$ cat src/rtl/pcd_pkg.sv
package pcd_pkg;
   typedef enum logic [1:0] {
      ADDR_PERIOD = 2'd0,
      ADDR_EDGES  = 2'd1,
      ADDR_CTRL   = 2'd2
   } pcd_addr_e;

   localparam int CTRL_SRC_BIT = 0;
   localparam int CTRL_INV_BIT = 1;
   localparam int FALL_LSB     = 16;
   localparam int RISE_LSB     = 0;
endpackage

$ cat src/rtl/pcd_regs.sv
module pcd_regs
   import pcd_pkg::*;
#(
   parameter int INT_W  = 8,
   parameter int FRAC_W = 4,
   parameter int EDGE_W = 9
) (
   input  logic                      clk,
   input  logic                      rst_n,
   input  logic                      we,
   input  logic [1:0]                addr,
   input  logic [31:0]               wdata,
   output logic [INT_W+FRAC_W-1:0]   stg_per,
   output logic [EDGE_W-1:0]         stg_rise,
   output logic [EDGE_W-1:0]         stg_fall,
   output logic                      src_ext,
   output logic                      inv
);
   localparam int PER_W = INT_W + FRAC_W;
   localparam logic [PER_W-1:0]  PER_RST  = PER_W'(1) << FRAC_W;
   localparam logic [EDGE_W-1:0] FALL_RST = EDGE_W'(1);

   generate
      if (PER_W > 16) begin : g_bad_per
         $error("period field wider than 16 bits");
      end
      if (FALL_LSB + EDGE_W > 32 || RISE_LSB + EDGE_W > FALL_LSB) begin : g_bad_edge
         $error("edge fields do not fit the write word");
      end
   endgenerate

   logic unused_wdata;
   assign unused_wdata = ^wdata;

   always_ff @(posedge clk) begin
      if (!rst_n) begin
         stg_per  <= PER_RST;
         stg_rise <= '0;
         stg_fall <= FALL_RST;
         src_ext  <= 1'b0;
         inv      <= 1'b0;
      end else if (we) begin
         case (addr)
            ADDR_PERIOD: stg_per <= wdata[PER_W-1:0];
            ADDR_EDGES: begin
               stg_rise <= wdata[RISE_LSB +: EDGE_W];
               stg_fall <= wdata[FALL_LSB +: EDGE_W];
            end
            ADDR_CTRL: begin
               src_ext <= wdata[CTRL_SRC_BIT];
               inv     <= wdata[CTRL_INV_BIT];
            end
            default: ;
         endcase
      end
   end


   ctrl_write_chk: assert property (@(posedge clk) disable iff (!rst_n)
      (we && addr == ADDR_CTRL) |=> (inv == $past(wdata[CTRL_INV_BIT])));
endmodule

$ cat src/rtl/pcd_phase.sv
module pcd_phase #(
   parameter int INT_W  = 8,
   parameter int FRAC_W = 4,
   parameter int EDGE_W = 9
) (
   input  logic                      clk,
   input  logic                      rst_n,
   input  logic                      tick,
   input  logic [INT_W+FRAC_W-1:0]   stg_per,
   input  logic [EDGE_W-1:0]         stg_rise,
   input  logic [EDGE_W-1:0]         stg_fall,
   output logic [INT_W:0]            cnt_nxt,
   output logic [EDGE_W-1:0]         rise_nxt,
   output logic [EDGE_W-1:0]         fall_nxt,
   output logic                      start
);
   localparam int PER_W = INT_W + FRAC_W;
   localparam int CNT_W = INT_W + 1;

   logic [CNT_W-1:0]  cnt_q, len_q, len_nxt, len_new, int_raw, int_eff;
   logic [EDGE_W-1:0] rise_q, fall_q;
   logic              last, carry;

   assign last    = (cnt_q == len_q - CNT_W'(1));
   assign int_raw = {1'b0, stg_per[PER_W-1:FRAC_W]};
   assign int_eff = (int_raw == '0) ? CNT_W'(1) : int_raw;

   generate
      if (FRAC_W > 0) begin : g_frac
         logic [FRAC_W-1:0] acc_q;
         logic [FRAC_W:0]   sum;
         assign sum   = {1'b0, acc_q} + {1'b0, stg_per[FRAC_W-1:0]};
         assign carry = sum[FRAC_W];
         always_ff @(posedge clk) begin
            if (!rst_n)             acc_q <= '0;
            else if (tick && last)  acc_q <= sum[FRAC_W-1:0];
         end
      end else begin : g_int
         assign carry = 1'b0;
      end
   endgenerate

   assign len_new = int_eff + CNT_W'(carry);

   always_comb begin
      cnt_nxt  = cnt_q;
      len_nxt  = len_q;
      rise_nxt = rise_q;
      fall_nxt = fall_q;
      start    = 1'b0;
      if (tick) begin
         if (last) begin
            cnt_nxt  = '0;
            len_nxt  = len_new;
            rise_nxt = stg_rise;
            fall_nxt = stg_fall;
            start    = 1'b1;
         end else begin
            cnt_nxt = cnt_q + CNT_W'(1);
         end
      end
   end

   always_ff @(posedge clk) begin
      if (!rst_n) begin
         cnt_q  <= '0;
         len_q  <= CNT_W'(1);
         rise_q <= '0;
         fall_q <= EDGE_W'(1);
      end else begin
         cnt_q  <= cnt_nxt;
         len_q  <= len_nxt;
         rise_q <= rise_nxt;
         fall_q <= fall_nxt;
      end
   end


   len_bounds_chk: assert property (@(posedge clk) disable iff (!rst_n)
      (len_q != '0) && (len_q <= CNT_W'(1 << INT_W)));

   cnt_range_chk: assert property (@(posedge clk) disable iff (!rst_n)
      cnt_q < len_q);

   cnt_hold_chk: assert property (@(posedge clk) disable iff (!rst_n)
      !tick |=> $stable(cnt_q) && $stable(len_q));

   edge_hold_chk: assert property (@(posedge clk) disable iff (!rst_n)
      !(tick && last) |=> $stable(rise_q) && $stable(fall_q));
endmodule

$ cat src/rtl/pcd_wave.sv
module pcd_wave #(
   parameter int INT_W  = 8,
   parameter int EDGE_W = 9
) (
   input  logic               clk,
   input  logic               rst_n,
   input  logic               tick,
   input  logic               start,
   input  logic [INT_W:0]     cnt_nxt,
   input  logic [EDGE_W-1:0]  rise_nxt,
   input  logic [EDGE_W-1:0]  fall_nxt,
   output logic               stb_q,
   output logic               raw_q
);
   localparam int CMP_W = INT_W + 2;

   generate
      if (EDGE_W > CMP_W) begin : g_bad_cmp
         $error("edge field wider than the half-cycle position");
      end
   endgenerate

   logic [CMP_W-1:0] pos2, rise_x, fall_x;
   logic             hi;

   assign pos2   = {cnt_nxt, 1'b0};
   assign rise_x = CMP_W'(rise_nxt);
   assign fall_x = CMP_W'(fall_nxt);
   assign hi     = (pos2 >= rise_x) && (pos2 < fall_x);

   always_ff @(posedge clk) begin
      if (!rst_n) begin
         stb_q <= 1'b0;
         raw_q <= 1'b0;
      end else begin
         stb_q <= start;
         if (tick) raw_q <= hi;
      end
   end


   idle_hold_chk: assert property (@(posedge clk) disable iff (!rst_n)
      !tick |=> !stb_q && $stable(raw_q));
endmodule

$ cat src/rtl/pix_clk_div.sv
module pix_clk_div #(
   parameter int INT_W  = 8,
   parameter int FRAC_W = 4,
   parameter int EDGE_W = 9
) (
   input  logic        clk,
   input  logic        rst_n,
   input  logic        bus_tick,
   input  logic        disp_tick,
   input  logic        cfg_we,
   input  logic [1:0]  cfg_addr,
   input  logic [31:0] cfg_wdata,
   output logic        pix_stb,
   output logic        pix_lvl
);
   localparam int PER_W = INT_W + FRAC_W;

   logic [PER_W-1:0]  stg_per;
   logic [EDGE_W-1:0] stg_rise, stg_fall, rise_nxt, fall_nxt;
   logic [INT_W:0]    cnt_nxt;
   logic              src_ext, inv, tick, start, raw;

   assign tick = src_ext ? disp_tick : bus_tick;

   pcd_regs #(.INT_W(INT_W), .FRAC_W(FRAC_W), .EDGE_W(EDGE_W)) u_regs (
      .clk(clk), .rst_n(rst_n), .we(cfg_we), .addr(cfg_addr), .wdata(cfg_wdata),
      .stg_per(stg_per), .stg_rise(stg_rise), .stg_fall(stg_fall),
      .src_ext(src_ext), .inv(inv)
   );

   pcd_phase #(.INT_W(INT_W), .FRAC_W(FRAC_W), .EDGE_W(EDGE_W)) u_phase (
      .clk(clk), .rst_n(rst_n), .tick(tick), .stg_per(stg_per),
      .stg_rise(stg_rise), .stg_fall(stg_fall), .cnt_nxt(cnt_nxt),
      .rise_nxt(rise_nxt), .fall_nxt(fall_nxt), .start(start)
   );

   pcd_wave #(.INT_W(INT_W), .EDGE_W(EDGE_W)) u_wave (
      .clk(clk), .rst_n(rst_n), .tick(tick), .start(start), .cnt_nxt(cnt_nxt),
      .rise_nxt(rise_nxt), .fall_nxt(fall_nxt), .stb_q(pix_stb), .raw_q(raw)
   );

   assign pix_lvl = raw ^ inv;
endmodule

$ cat config.mk
export PLATFORM = sky130hd
export DESIGN_NAME = pix_clk_div
export DESIGN_NICKNAME = d
export VERILOG_FILES = /design/src/rtl/pcd_pkg.sv /design/src/rtl/pcd_regs.sv /design/src/rtl/pcd_phase.sv /design/src/rtl/pcd_wave.sv /design/src/rtl/pix_clk_div.sv
export SDC_FILE = /design/constraint.sdc
export NUM_CORES = 1
export LEC_CHECK = 0
export ABC_AREA = 1
export BUFFER_PORTS_ARGS = -buffer_cell sky130_fd_sc_hd__buf_2
export CAP_MARGIN = 20
export CELL_PAD_IN_SITES_DETAIL_PLACEMENT = 1
export CELL_PAD_IN_SITES_GLOBAL_PLACEMENT = 1
export CORE_MARGIN = 2
export CORE_UTILIZATION = 39
export DETAILED_ROUTE_END_ITERATION = 10
export PLACE_DENSITY_LB_ADDON = 0.1
export SLEW_MARGIN = 20
export SYNTH_ARGS = -nofsm -noshare
export SYNTH_HDL_FRONTEND = slang
export SYNTH_SLANG_ARGS = --single-unit
$ cat constraint.sdc
create_clock -name clk -period 3 [get_ports clk]
set_input_delay 0.75 -clock clk [delete_from_list [all_inputs] [get_ports clk]]
set_output_delay 0.75 -clock clk [all_outputs]
set_load 0.01 [all_outputs]
==> flow_summary.json, run 1 <==
{
  "synth_area_per_cell_um2": 7.49,
  "drt_pass1_iterations": 4,
  "num_vias": 3337,
  "synth-seq-cells": 74,
  "cts.reportedPaths.clkPinSlew_ns": 0.08,
  "final_cell_mix": "90 x nor2_1, 76 x nand2_1, 72 x dfxtp_1, 43 x o21ai_0, 39 x inv_1",
  "mostFrequentLayoutCell": "nor2_1",
  "grt_max_degree": 32,
  "fp.dieH_um": 102,
  "powerDensity_nw_per_um2": 712,
  "worstPathArrival_ns": 3.18,
  "core-area_um2": 9240,
  "cts_hold_buf": 0,
  "dieArea_um2": 10300,
  "comb_power_share": 0.388,
  "initial_core_util": 0.401,
  "layout_worst_path_cycle_share": 0.961,
  "routed_via_density": 4.94,
  "async_flop_share": 0,
  "die_x_um": 102,
  "portBuffers": 29,
  "area_delta_synth_final_pct": 21.8,
  "grt_pass1_wl_um": 17300,
  "fmax_ghz": 0.347,
  "io-pin-count": 41,
  "tightest_slew_ns": 0.495,
  "critPathMaxFanout": 7,
  "dp_hpwl_um": 7310,
  "drtIter0Drc": 94,
  "nets": 604,
  "place_inst": 653,
  "yosysSeqAreaShare": 0.400,
  "cts_made_buffers": 9,
  "stdcell_count": 675,
  "seq_power_share": 0.356,
  "critPathLaunchType": "register",
  "power.internal_uw": 2040,
  "synth_nets": 558,
  "drive_above_1_share": 0.201,
  "cts_root_buf": "clkbuf_8",
  "h-tree-depth": 3,
  "whs_ns": 0.474,
  "utilization": 0.489,
  "ys.flop_type": "dfxtp_1",
  "p_sw_uw": 1170,
  "synth-edff-count": 0,
  "end_kind": "register",
  "ys_types": 35,
  "ant_nets": 0,
  "power_frac_clock": 0.256,
  "grt_usage": 0.217,
  "r2r_slack_ns": 0.12,
  "status": "finished, final reports clean",
  "min_period_ns": 2.88,
  "wirelength_um": 10400,
  "rsz0062_at_grt": "true",
  "max-slew-margin-rel": 0.670,
  "clock-sinks": 74,
  "synth_top_area_cell": "dfxtp_1",
  "drc": 0,
  "cts_tree": "yes",
  "ir_worst_vdd_uv": 289,
  "yosys_warnings": 0,
  "rows": 35,
  "gp_congestion": 0.823,
  "synth_area_leaders": "dfxtp_1 40%, nor2_1 9.2%, nand2_1 7.9%",
  "netlist_area_um2": 3710,
  "maxCapViolCount": 0,
  "maxSlewViolCount": 0,
  "worst_hold_path.num_cells": 2,
  "min_path_type": "register to register",
  "p_leak_uw": 0.00213,
  "r2r_cells": 24,
  "setup_viol": 0,
  "post_drt_wl_per_cell_um": 15.3,
  "synthCells": 495,
  "clockBufferDepth": 2,
  "synth_top_area_share": 0.400,
  "hold_violations": 0,
  "antennaDiodeCount": 0,
  "insertion_delay_ns": 0.36,
  "grt_overflow": 0,
  "grt_pass1_vias": 3620,
  "switching_share": 0.365,
  "antenna_found_initial": 0,
  "crit_type": "register to register",
  "required_ns": 3.29,
  "clock_skew_ns": 0.00832
}
flip-flops by register name, indices dropped and copies added, names as in the netlist, 4 cells and up:
signal	count
u_phase.fall_q	9
u_regs.stg_rise	9
u_phase.cnt_q	9
u_phase.len_q	9
u_phase.rise_q	9
u_regs.stg_per	12
u_phase.g_frac.acc_q	4
u_regs.stg_fall	9
cell families (layout without fill, tap and decap cells):
group | count (synthesis) | count (layout) | share of synthesized area
buffers and inverters | 64 | 115 | 0.0678
flip-flops | 74 | 74 | 0.400
AO/OA/AOI/OAI | 80 | 80 | 0.115
multiplexers | 15 | 15 | 0.0405
XOR/XNOR | 18 | 18 | 0.0425
AND/OR/NAND/NOR | 220 | 220 | 0.252
adder cells (fa/ha/maj) | 24 | 24 | 0.0830
final cells by class:
type / instances / area, um^2
Fill cell: 1167 / 4730
Clock buffer: 10 / 138
Clock inverter: 6 / 65.1
Multi-Input combinational cell: 357 / 2130
Inverter: 48 / 180
Tap cell: 129 / 161
Sequential cell: 74 / 1480
Timing Repair Buffer: 51 / 360
layer usage:
| layer | up-vias | share of wire | track usage |
|---|---|---|---|
| met5 | - | 0 | 0 |
| met3 | 6 | 0.019 | 0.0331 |
| li1 | 1698 | - | - |
| met1 | 1602 | 0.46 | 0.269 |
| met2 | 31 | 0.51 | 0.387 |
| met4 | 0 | 0.0096 | 0.0644 |
power groups by stage:
| stage | clock (uW) | sequential, uW | combinational (uW) |
|---|---|---|---|
| 2_1_floorplan | 0 | 1140 | 732 |
| 3_3_place_gp | 0 | 1150 | 1000 |
| 3_5_place_dp | 0 | 1160 | 1030 |
| 4_1_cts | 837 | 1140 | 1070 |
| 5_1_grt | 892 | 1160 | 1390 |
| 6_report | 824 | 1140 | 1250 |
Yosys cell counts (all sizes together) (12+ instances only):
cell and instances:
a21oi 29, clkbuf 12, dfxtp 74, ha 23
inv 46, mux2i 15, nand2 82, nand3 26
nor2 96, o21ai 46, xor2 12
path summary, 6_finish.rpt:
| check | start | end |
|---|---|---|
| worst max-delay path | u_phase.len_q[0] | u_wave.raw_q |
| worst min-delay path | u_regs.stg_fall[3] | u_regs.stg_fall[3] |
| worst max register to register | u_phase.len_q[0] | u_wave.raw_q |
| worst min register to register | u_regs.stg_fall[3] | u_regs.stg_fall[3] |
metrics by stage:
step	setup TNS [ns]	power (uW)	cell area [um^2]	worst slack, ns
after CTS	0	3050	4310	0.00253
after global placement	0	2160	4080	0.0661
after global routing	-0.169	3440	4510	-0.169
final	0	3210	4510	0.118
after floorplan	0	1870	3710	0.136
after detailed placement	0	2190	4080	0.0218
what timing repair did:
action,in CTS,in global routing
setup endpoints to repair,1,1
pin swaps,0,14
gates resized for setup,3,32
gates cloned,0,1
buffers inserted,2,3
worst max-delay path, stage by stage (launching register included):
cell and delay, ns:
dfxtp_2 0.34, inv_2 0.05, ha_4 0.27, inv_2 0.03, nand2_2 0.04, nand2_1 0.05
nor2_1 0.08, nand3_1 0.09, nor2_2 0.10, nand2_2 0.07, nor2_4 0.14, nand3_4 0.12
buf_12 0.17, buf_8 0.15, mux2i_4 0.19, ha_1 0.27, nand3_1 0.09, nand2_1 0.07
nand2_1 0.06, nand2_1 0.04, nand2_1 0.05, nand2_1 0.06, nand2_1 0.07, nand3_2 0.08
a21oi_2 0.13
Note: power is estimated with default switching activity, not from simulation.
==> run 2: changes to the inputs <==
PLACE_DENSITY_LB_ADDON = 0.2   (was 0.1)
REMOVE_ABC_BUFFERS = 1   (was unset)
==> run 2 against run 1 <==
  * The run now ends with setup timing left
  * Die area did not move
  * Maximum frequency fell by 4.4%
  * First-iteration DRC count fell by 3.2%
  * Routed wire length fell by 0.14%
  * Flip-flop and latch count did not move
  * Combinational power rose by 9%
  * Register-to-register slack got worse by 0.13 ns
  * Total power rose by 6.7%
  * Worst setup slack got worse by 0.13 ns
  * Clock power rose by 12%
  * Via count rose by 1.6%
  * Final area rose by 2.7%
  * Highest routed layer unchanged
==> flow_summary.json, run 2 (synthesis gave the netlist of run 1 again) <==
{
  "fmax_ghz": 0.332,
  "hold_violations": 0,
  "status": "finished, violations left",
  "drive_above_1_share": 0.219,
  "r2r_slack_ns": -0.02,
  "ant_nets": 0,
  "grt_pass1_vias": 3453,
  "critPathLaunchType": "register",
  "grt_overflow": 0,
  "power.internal_uw": 2230,
  "setup_viol": 1,
  "largest_reg_flops": 12,
  "dp_hpwl_um": 7080,
  "grt_pass1_wl_um": 16100,
  "portBuffers": 29,
  "fp.dieH_um": 102,
  "h-tree-depth": 3,
  "crit_path_end": "u_wave.raw_q",
  "min_period_ns": 3.02,
  "p_leak_uw": 0.00217,
  "slowest_delay_ns": 0.34,
  "fin_ws_ns": -0.0162,
  "regMostFlops": "u_regs.stg_per",
  "timing.rr.end": "u_wave.raw_q",
  "powerDensity_nw_per_um2": 740,
  "maxCapViolCount": 0,
  "worstPathArrival_ns": 3.30,
  "nets": 610,
  "hold_start": "u_regs.stg_fall[3]",
  "cts_root_buf": "clkbuf_8",
  "utilization": 0.502,
  "violations": "setup timing",
  "r2r-start": "u_phase.len_q[0]",
  "min_path_type": "register to register",
  "antennaDiodeCount": 0,
  "routed_via_density": 4.98,
  "crit_slowest_cell": "dfxtp_2",
  "place_inst": 653,
  "grt_usage": 0.199,
  "stdcell_count": 681,
  "mostFrequentLayoutCell": "nor2_1",
  "crit_start": "u_phase.len_q[0]",
  "post_drt_wl_per_cell_um": 15.2,
  "fillers": 1142,
  "clock_skew_ns": 0.0114,
  "p_sw_uw": 1200,
  "crit_family": "simple AND/OR/NAND/NOR gates",
  "num_vias": 3391,
  "grt_max_degree": 44,
  "wirelength_um": 10300,
  "cts.reportedPaths.clkPinSlew_ns": 0.08,
  "crit_type": "register to register",
  "cts_hold_buf": 0,
  "rows": 35,
  "drc": 0,
  "initial_core_util": 0.401,
  "cp_cell_sequence": "inv_2, ha_4, inv_2, nand2_2, nand2_2, nor2_2, nand3_1, nor2_1, nand2_2, nor2_4, nand3_4, buf_12, buf_12, buf_8, mux2i_1, ha_1, nand2_1, nand2_1, nand2_1, nand2_1, nand2_1, nand3_2, a21oi_2",
  "dieArea_um2": 10300,
  "switching_share": 0.350,
  "gp_congestion": 0.850,
  "ir_worst_vdd_uv": 406,
  "required_ns": 3.28,
  "rsz0062_at_grt": "true",
  "seq_power_share": 0.333,
  "drtIter0Drc": 91,
  "cts_tree": "yes",
  "crit_cells": 23,
  "end_kind": "register",
  "drt_pass1_iterations": 4,
  "cts_made_buffers": 9,
  "maxSlewViolCount": 0,
  "power_frac_clock": 0.270,
  "whs_ns": 0.458,
  "core-area_um2": 9240,
  "tightest_slew_ns": 0.475,
  "io-pin-count": 41,
  "area_delta_synth_final_pct": 25.1,
  "die_x_um": 102,
  "final_cell_mix": "89 x nor2_1, 75 x nand2_1, 72 x dfxtp_1, 44 x o21ai_0, 39 x inv_1",
  "clock-sinks": 74,
  "antenna_found_initial": 0,
  "path_buf_inv": 5,
  "r2r_cells": 23,
  "max-slew-margin-rel": 0.683,
  "critPathMaxFanout": 7,
  "comb_power_share": 0.397,
  "crit_top_cell": "nand2_1",
  "layout_worst_path_cycle_share": 1.01,
  "insertion_delay_ns": 0.35,
  "clockBufferDepth": 2
}
## run 2: changes by cell type in the layout (fill, tap and decap cells not counted), sizes merged
| cell | delta |
|---|---|
| inv | -1 |
| clkbuf | +2 |
| clkinv | -2 |
| bufinv | +1 |
| buf | +6 |
## run 2: how the worst min path moves through the flow
stage                    endpoint  slack [ns]  cells past startpoint
2_1_floorplan   u_phase.fall_q[0]        0.42                      2
3_3_place_gp    u_phase.fall_q[0]        0.44                      2
3_5_place_dp   u_regs.stg_fall[3]        0.45                      2
4_1_cts        u_regs.stg_fall[3]        0.46                      2
5_1_grt         u_phase.fall_q[0]        0.49                      2
6_report       u_regs.stg_fall[3]        0.46                      2
## run 2: power groups by stage
stage	clock network [uW]	logic [uW]	registers [uW]
4_1_cts	938	1080	1140
5_1_grt	981	1510	1150
2_1_floorplan	0	699	1140
6_report	926	1360	1140
3_5_place_dp	0	1030	1160
3_3_place_gp	0	987	1150
## run 2: metal layers
metal,GRT usage,share of wire,up-vias
met4,0.0572,0.017,0
met1,0.250,0.46,1628
met3,0.0317,0.017,16
met5,0,0,-
li1,-,-,1717
met2,0.349,0.51,30
## run 2: final cells by class
class                           instances  area [um^2]  area share
Tap cell                              129          161      0.0348
Multi-Input combinational cell        357         2170       0.468
Clock inverter                          4         72.6      0.0157
Clock buffer                           12          165      0.0356
Sequential cell                        74         1480       0.320
Inverter                               48          180      0.0389
Timing Repair Buffer                   57          405      0.0874
## run 2: metrics by stage
stage,power (uW),setup TNS [ns],setup WS (ns),instance area [um^2]
floorplan,1840,-0.352,-0.352,3640
global placement,2140,-0.0153,-0.0153,4080
detailed placement,2180,-0.0694,-0.0694,4080
CTS,3150,0,0.00103,4360
global route,3640,-0.181,-0.181,4640
finish,3430,-0.0162,-0.0162,4640
## run 2: what timing repair did
| action | in CTS | in global routing |
|---|---|---|
| setup endpoints to repair | 1 | 1 |
| buffers inserted | 2 | 10 |
| hold endpoints to repair | 0 | 0 |
| gates cloned | 0 | 1 |
| pin swaps | 1 | 16 |
| gates resized for setup | 5 | 41 |
## run 2: tightest hold or removal path, cell delays in order (launching register included)
cell and delay [ns]:
dfxtp_1 0.30, inv_1 0.06, a21oi_1 0.05
==> run 3: changes to the inputs <==
ABC_AREA = unset   (was 1)
CORE_UTILIZATION = 40   (was 39)
==> run 3 against run 2 <==
  * The run still ends with setup timing left
  * Sequential power barely moved
  * Area after synthesis rose by 6.1%
  * Worst hold slack improved by 0.0095 ns
  * Critical path depth fell by 5
  * Maximum frequency fell by 12%
==> flow_summary.json, run 3 <==
{
  "io-pin-count": 41,
  "worst_hold_path.num_cells": 2,
  "ys.flop_type": "dfxtp_1",
  "post_drt_wl_per_cell_um": 17.1,
  "initial_core_util": 0.408,
  "synth_top_area_cell": "dfxtp_1",
  "drt_pass1_iterations": 5,
  "largest_reg_flops": 12,
  "core-area_um2": 9640,
  "hold_violations": 0,
  "violations": "setup timing",
  "synth-seq-cells": 74,
  "grt_usage": 0.221,
  "drive_above_1_share": 0.283,
  "synth_commonest_cells": "98 x nand2_1, 74 x dfxtp_1, 36 x a21boi_0",
  "ant_nets": 0,
  "min_period_ns": 3.43,
  "place_area_um2": 4560,
  "met2_usage": 0.384,
  "dp_slack_ns": -0.730,
  "insertion_delay_ns": 0.36,
  "status": "finished, violations left",
  "ir_worst_vdd_uv": 283,
  "drtIter0Drc": 144,
  "critPathLaunchType": "register",
  "cts.reportedPaths.clkPinSlew_ns": 0.08,
  "synth_area_leaders": "dfxtp_1 38%, nand2_1 9.3%, ha_1 7.3%",
  "drc": 0,
  "nets": 597,
  "final_cell_mix": "98 x nand2_1, 69 x dfxtp_1, 59 x buf_4, 36 x a21boi_0, 29 x buf_2",
  "crit_type": "register to register",
  "fmax_ghz": 0.292,
  "r2r_cells": 18,
  "routed_via_density": 5.16,
  "required_ns": 3.24,
  "rows": 36,
  "grtUsageMet1": 0.280,
  "maxCapViolCount": 0,
  "antennaDiodeCount": 0,
  "place_inst": 645,
  "p_leak_uw": 0.00220,
  "h-tree-depth": 3,
  "yosysMostFrequentCell": "nand2_1",
  "end_kind": "register",
  "synthCells": 450,
  "max-slew-margin-rel": 0.485,
  "tightest_slew_ns": 0.770,
  "powerDensity_nw_per_um2": 648,
  "layout_worst_path_cycle_share": 1.14,
  "num_vias": 3465,
  "maxSlewViolCount": 0,
  "portBuffers": 29,
  "grt_pass1_vias": 3580,
  "gp_congestion": 0.848,
  "area_delta_synth_final_pct": 28.6,
  "cts_hold_buf": 0,
  "dieArea_um2": 10600,
  "grt_overflow": 0,
  "wirelength_um": 11500,
  "ys_types": 54,
  "netlist_area_um2": 3940,
  "rsz0062_at_grt": "true",
  "min_path_type": "register to register",
  "setup_viol": 1,
  "yosysSeqAreaShare": 0.376,
  "fin_ws_ns": -0.429,
  "worstPathArrival_ns": 3.67,
  "clockBufferDepth": 2,
  "cts_tree": "yes",
  "busiest_layer": "met2",
  "yosys_warnings": 0,
  "async_flop_share": 0,
  "multiInputGateArea_um2": 2510,
  "synth-edff-count": 0,
  "die_x_um": 103,
  "cts_root_buf": "clkbuf_8",
  "clock_skew_ns": 0.0128,
  "mostFrequentLayoutCell": "nand2_1",
  "synth_area_per_cell_um2": 8.74,
  "stdcell_count": 671,
  "cts_made_buffers": 9,
  "dp_hpwl_um": 7890,
  "final_area_um2": 5060,
  "finalPower_uw": 3280,
  "regMostFlops": "u_regs.stg_per",
  "critPathMaxFanout": 5,
  "antenna_found_initial": 0,
  "clock-sinks": 74,
  "grt_pass1_wl_um": 17800,
  "synth_top_area_share": 0.376,
  "met3_usage": 0.0437,
  "fillers": 1150,
  "seq_area_um2": 1490,
  "grt_max_degree": 57,
  "fp.dieH_um": 103
}
-- run 3: cell types whose count changed after synthesis, sizes merged, moves of 7 or more --
cell | before | now
o211a | 0 | 7
inv | 46 | 11
nor2 | 96 | 18
o21ai | 46 | 9
nand2 | 82 | 98
and2 | 0 | 11
nor2b | 0 | 21
nand3 | 26 | 7
a21boi | 0 | 36
a21oi | 29 | 10
-- run 3: area by class of cell --
cell class | instances | share of cell area
Inverter | 11 | 0.00816
Clock inverter | 3 | 0.00791
Tap cell | 133 | 0.0329
Clock buffer | 12 | 0.0287
Multi-Input combinational cell | 343 | 0.497
Timing Repair Buffer | 95 | 0.132
Sequential cell | 74 | 0.294
-- run 3: cell families (layout without fill, tap and decap cells) --
group                    count (synthesis)  in the layout  synth area share
AND/OR/NAND/NOR                        190            190             0.240
AO/OA/AOI/OAI                           85             85             0.165
flip-flops                              74             74             0.376
buffers and inverters                   33            121            0.0350
adder cells (fa/ha/maj)                 24             24            0.0782
XOR/XNOR                                22             22            0.0490
multiplexers                            22             22            0.0563
-- run 3: power by group --
part           total, uW  internal, uW  leakage (uW)  switching, uW
Combinational       1400           703       0.00150            694
Clock                764           401     0.0000962            363
Sequential          1120          1050      0.000602           64.7
-- run 3: through the flow --
| stage | hold WS (ns) | TNS, ns | util |
|---|---|---|---|
| 5_1_grt | 0.496 | -0.622 | 0.525 |
| 4_1_cts | 0.475 | -0.347 | 0.513 |
| 6_report | 0.468 | -0.429 | 0.525 |
| 2_1_floorplan | 0.440 | -1.26 | - |
| 3_5_place_dp | 0.464 | -0.730 | 0.473 |
| 3_3_place_gp | 0.455 | -0.578 | 0.473 |
-- run 3: routing by layer --
| layer | vias to the layer above | part of all wire |
|---|---|---|
| met2 | 41 | 0.51 |
| met3 | 10 | 0.019 |
| li1 | 1712 | - |
| met1 | 1702 | 0.46 |
| met4 | 0 | 0.012 |
| met5 | - | 0 |
-- run 3: final timing paths --
kind	startpoint	endpoint	slack [ns]
setup / recovery	u_phase.len_q[0]	u_wave.raw_q	-0.43
hold reg to reg	u_phase.g_frac.acc_q[2]	u_phase.g_frac.acc_q[2]	0.47
hold / removal	u_phase.g_frac.acc_q[2]	u_phase.g_frac.acc_q[2]	0.47
setup reg to reg	u_phase.len_q[0]	u_wave.raw_q	-0.43
-- run 3: what timing repair did --
action | 4_1_cts | 5_1_grt
setup buffers | 9 | 3
resized for setup | 31 | 20
endpoints found under the hold margin | 0 | 0
endpoints found under the setup margin | 1 | 1
pin swaps | 21 | 18
-- run 3: critical path, stage by stage (launching register included) --
cell,delay (ns)
dfxtp_2,0.34
buf_6,0.12
nor3_4,0.17
buf_4,0.16
and3b_1,0.19
o32ai_2,0.09
o21ai_2,0.24
buf_6,0.15
nand3_4,0.09
nor2_4,0.19
nor2_2,0.12
ha_1,0.34
a21o_1,0.20
a21oi_2,0.16
o21ai_1,0.09
a21o_1,0.17
a221oi_2,0.25
o2bb2ai_1,0.15
nor3_1,0.07
